<file path="src/rtl/ps2_rx_inhibit.sv">
module ps2_rx_inhibit #(
  parameter int DATA_W = 8
) (
  input  logic       clk,
  input  logic       rst_n,
  input  logic       kclk_in,
  input  logic       kdat_in,
  output logic       kclk_low,
  output logic       irq,
  input  logic       wr_en,
  input  logic [1:0] wr_addr,
  input  logic [2:0] wr_data,
  input  logic [1:0] rd_addr,
  output logic [7:0] rd_data
);
  localparam int CNT_W  = $clog2(DATA_W + 3);
  localparam logic [CNT_W-1:0] PAR_IDX  = CNT_W'(DATA_W + 1);
  localparam logic [CNT_W-1:0] STOP_IDX = CNT_W'(DATA_W + 2);

  logic [1:0] clk_sy, dat_sy;
  logic clk_q, clk_s1, dat_s1, fall;
  logic [CNT_W-1:0] cnt;
  logic [DATA_W-1:0] shreg, data_q;
  logic par_q, full, perr, stopv;
  logic io_en, rx_en, irq_en;
  logic wr_ctrl, wr_stat, take;

  assign clk_s1  = clk_sy[1];
  assign dat_s1  = dat_sy[1];
  assign fall    = clk_q & ~clk_s1;
  assign wr_ctrl = wr_en && wr_addr == 2'd0;
  assign wr_stat = wr_en && wr_addr == 2'd1;
  assign take    = rx_en && !full && fall;

  always_ff @(posedge clk or negedge rst_n) begin
    if (!rst_n) begin
      clk_sy <= 2'b11;
      dat_sy <= 2'b11;
      clk_q  <= 1'b1;
    end else begin
      clk_sy <= {clk_sy[0], kclk_in};
      dat_sy <= {dat_sy[0], kdat_in};
      clk_q  <= clk_s1;
    end
  end

  always_ff @(posedge clk or negedge rst_n) begin
    if (!rst_n) begin
      cnt    <= '0;
      shreg  <= '0;
      data_q <= '0;
      par_q  <= 1'b0;
      full   <= 1'b0;
      perr   <= 1'b0;
      stopv  <= 1'b0;
      io_en  <= 1'b0;
      rx_en  <= 1'b0;
      irq_en <= 1'b0;
    end else begin
      if (!rx_en) begin
        cnt <= '0;
      end else if (take) begin
        if (cnt == '0) begin
          if (!dat_s1) begin
            cnt   <= CNT_W'(1);
            shreg <= '0;
          end
        end else if (cnt < PAR_IDX) begin
          shreg <= {dat_s1, shreg[DATA_W-1:1]};
          cnt   <= cnt + CNT_W'(1);
        end else if (cnt == PAR_IDX) begin
          par_q <= dat_s1;
          cnt   <= STOP_IDX;
        end else begin
          full   <= 1'b1;
          data_q <= shreg;
          perr   <= ~(^{par_q, shreg});
          stopv  <= dat_s1;
          cnt    <= '0;
        end
      end
      if (wr_ctrl) begin
        io_en  <= wr_data[0];
        irq_en <= wr_data[2];
        rx_en  <= wr_data[0] & wr_data[1] & (rx_en | (io_en & clk_s1 & dat_s1));
      end
      if (wr_stat && !wr_data[0]) full <= 1'b0;
    end
  end

  assign kclk_low = full;
  assign irq      = full & irq_en;

  always_comb begin
    rd_data = 8'h00;
    case (rd_addr)
      2'd0: rd_data = {5'b0, irq_en, rx_en, io_en};
      2'd1: rd_data = {3'b0, dat_s1, clk_s1, stopv, perr, full};
      2'd2: rd_data = 8'(data_q);
      default: rd_data = 8'h00;
    endcase
  end
endmodule


</file>
<file path="config.mk">
export PLATFORM = sky130hd
export DESIGN_NAME = ps2_rx_inhibit
export DESIGN_NICKNAME = d
export VERILOG_FILES = /design/src/rtl/ps2_rx_inhibit.sv
export SDC_FILE = /design/constraint.sdc
export NUM_CORES = 1
export LEC_CHECK = 0
export BUFFER_PORTS_ARGS = -buffer_cell sky130_fd_sc_hd__buf_4
export CAP_MARGIN = 20
export CORE_MARGIN = 2
export CORE_UTILIZATION = 52
export DETAILED_ROUTE_END_ITERATION = 10
export GPL_ROUTABILITY_DRIVEN = 0
export PLACE_DENSITY = 0.74
export RECOVER_POWER = 100
export SYNTH_ARGS = -nofsm -noshare
export SYNTH_HDL_FRONTEND = slang
export SYNTH_SLANG_ARGS = --single-unit
export TNS_END_PERCENT = 30
</file>
<file path="constraint.sdc">
create_clock -name clk -period 1.8 [get_ports clk]
set_clock_uncertainty 0.2 [all_clocks]
set_input_delay 0.54 -clock clk [delete_from_list [all_inputs] [get_ports clk]]
set_output_delay 0.54 -clock clk [all_outputs]
set_load 0.02 [all_outputs]
</file>
==> impl_results.md <==
- Critical Path Stages: 3
- CTS H-tree lvls: 2
- CTS tree: done
- Vias: about 1.4k
- Final Max Slew Viols: 0
- Pre-CTS setup slack: -308 ps
- Clock sink count: 32
- Std-Cell Rows: 21
- Nets: 212
- DRT antenna net count: 0
- Layout cells sized above 1: 44.9%
- Clk slew on worst S/H paths: 100 ps
- Worst Reg2Reg Path Length in Cells: 6
- CP max stage cell: dfstp_2
- Post-route DRC violation count: 0
- Share of the synthesized area in the top cell type: approximately 37%
- First-pass GRT wire length: 6.85 mm
- Clock Tree Buf Depth: 2
- CP endpoint: rd_data[3]
- Total Routing Usage GR: 22.0%
- Part of the cycle the worst path needs: 112%
- Area grow syn2layout: 26.8%
- Setup crit start: clk_sy[1]
- Die W: about 63 µm
- Root Driver: clkbuf_4
- Leak: 0.00105 µW
- RR Endpoint: data_q[6]
- Post-synth top area cell: dfrtp_1
- Syn_nets: about 180
- TritonRoute pass-1 iters: 4
- Vias per inst: slightly below 6
- Fin. Hold Viols: 0
- Ys flop type: dfrtp_1
- Vias in the first global route: 1441
- Post-synth EDFFs: 0
- Power Density: 588 nW/µm²
- First-iteration detailed-routing DRC count: 45
- PortBufs: 21
- Final min period: around 2000 ps
- Hold Crit Class: primary input to flip-flop
- Initial antenna violation count: 0
- Peak Freq: 496 MHz
- TritonCTS buffer count: 5
- Buf/Inv on CP: 2
- Max Fanout on Critical Path: 3
- Diode count: 0
- Setup slack, reg-to-reg: -80 ps
- Setup crit start kind: flip-flop
- Final setup viols: 23
- CP max stage delay: ~560 ps
- Synth cell types: 47
- Top cells by area, synth: dfrtp_1 (37%), mux2_2 (7.5%), dfstp_2 (7.3%)
- Largest net degree at the start of global routing: 33
- Avg WL per Cell: 16.7 µm
- I/O pin cnt: 22
- Worst endpoint required time: between 1000 and 1500 ps
- Crit Path Class: flip-flop to primary output
- Max Cap Viol: 0
- YS warnings: 0
- CP Capture Type: primary output
- Final core utilization: approximately two thirds
- Skew-Pair Late Insertion Delay: roughly 340 ps
- RSZ-0062 raised after global routing: yes
- Core Area: 3340 µm²
- Largest delay contributor family on the critical path: flip-flops
- PnR worst setup slack: -215 ps
- CP Cell Sequence: buf_6, a22o_1, buf_6
- Most Frequent Cell on Critical Path: buf_6
- Worst vdd ir: 445 µV
- Async set-reset flop share out of synthesis: 100%
- Overflow after GRT: 0
- R2R Path Start: cnt[0]
- HPWL after DPL: 2.66 mm
- Sequential share of the synthesized area: about 45%
- Die Y: 62.9 µm
- Status: finished with violations
- Cells after Synth: between 150 and 200
- Failing checks: negative setup slack
- Synth Area per Inst: 11.2 µm²
- Routed WL: 4.08 mm
- Crit path arrival time: ~1300 ps
- Synthesis-stage register bit count: 32
- Mapped cell area: around 1800 µm²
- Worst-margin pin slew: 773 ps
- Die Area: 3950 µm²
- Initial core utilization: 54.0%
- Relative slew margins: 48.4%
## state kept, by name, indices dropped and copies added, names as in the netlist
name / flops
clk_q: 1
clk_sy: 2
cnt: 4
dat_sy: 2
data_q: 8
io_en: 1
irq_en: 1
kclk_low: 1
par_q: 1
perr: 1
rx_en: 1
shreg: 8
stopv: 1
## per-layer routing
| layer | global-route usage, % | wire (µm) | part of all wire [%] | vias up |
|---|---|---|---|---|
| met4 | 8.06 | 63 | 1.5 | 0 |
| met5 | 0 | 0 | 0 | - |
| met1 | 28.5 | 1730 | 42 | 696 |
| li1 | - | - | - | 672 |
| met2 | 36.3 | 2110 | 52 | 49 |
| met3 | 4.68 | 173 | 4.2 | 8 |
## synth_stat cells, types with 2 or more instances
library cell  instances
a21oi_1               7
a221o_1               6
a22o_1                2
a22o_2                6
a22oi_1               2
a32oi_1               6
and2_1                4
buf_1                 2
buf_2                 2
buf_4                 2
buf_6                 3
clkbuf_1              4
dfrtp_1              27
dfstp_2               5
ha_1                  3
inv_1                 4
mux2_2               12
mux2i_1               4
nand2_1               5
nand3_1               2
nor2_1               10
nor2b_1               2
o21ai_0              11
o22ai_1               2
xnor2_1               5
xor2_1                2
## where the power goes
part	total [µW]	switching [µW]	internal [µW]
clock network	402	250	152
logic	186	89.1	96.4
registers	757	15.0	742
total	1340	354	991
## worst register-to-register path, delay by kind of cell (launching register included)
| family | cells | cell delay (ps) |
|---|---|---|
| buffers and inverters | 2 | 380 |
| AND/OR/NAND/NOR | 1 | 60 |
| flip-flops | 1 | 410 |
| multiplexers | 1 | 360 |
| AO/OA/AOI/OAI | 1 | 140 |
| adder cells (fa/ha/maj) | 1 | 200 |
## cell usage in the layout (no fill, tap or decap), types with 3 or more instances in the layout
cell type,Yosys,routed
a32oi_1,6,6
inv_1,4,3
mux2_2,12,12
a221o_1,6,6
buf_4,2,20
nor2_1,10,8
clkbuf_1,4,3
xnor2_1,5,5
a22o_2,6,6
dfrtp_1,27,26
o21ai_0,11,7
o21ai_1,1,3
dfstp_2,5,4
buf_6,3,14
clkbuf_4,1,9
a21oi_1,7,7
and2_1,4,3
nand2_1,5,5
## through the flow
| stage | area [µm²] | total power, µW | cells | hold slack [ps] | TNS [ps] |
|---|---|---|---|---|---|
| 6_report | 2290 | 1340 | 244 | 107 | -1550 |
| 5_1_grt | 2290 | 1400 | 244 | 86.8 | -3010 |
| 4_1_cts | 2240 | 1330 | 241 | 102 | -860 |
| 3_5_place_dp | 2110 | 911 | 231 | 147 | -1680 |
| 3_3_place_gp | 2110 | 907 | 231 | 146 | -1590 |
| 2_1_floorplan | 1830 | 835 | 161 | 44.4 | -63.8 |
## cell type report
cell class | count | area, µm²
clock buffer | 7 | 45.0
clock inverter | 1 | 5.00
fill | 255 | 1050
inverter | 4 | 15.0
multi-input combinational | 109 | 928
sequential | 32 | 808
tap | 46 | 57.6
timing repair buffer | 45 | 427
## cell families after synthesis
group	synth area share (%)
DFF	44.8
and+or+nand+nor	11.4
xor gates and xnor gates	4.65
AOI/OAI and AO/OA	20.5
buffers and inverters	6.87
muxes	9.72
adders and majority gates	2.08
## worst min path at each step
stage	endpoint	startpoint	depth (start not counted)
floorplan	cnt[0]	rst_n	0
global placement	clk_sy[1]	clk_sy[0]	0
detailed placement	clk_sy[1]	clk_sy[0]	0
CTS	clk_sy[0]	kclk_in	1
global route	clk_sy[0]	kclk_in	1
finish	clk_sy[0]	kclk_in	1
## what timing repair did
action	4_1_cts	5_1_grt
endpoints found under the setup margin	14	27
pin swaps	5	7
gates resized for setup	20	13
buffers inserted	2	3
hold buffers	1	0
hold endpoints to repair	27	0
Power figures use the tool's default switching activity.
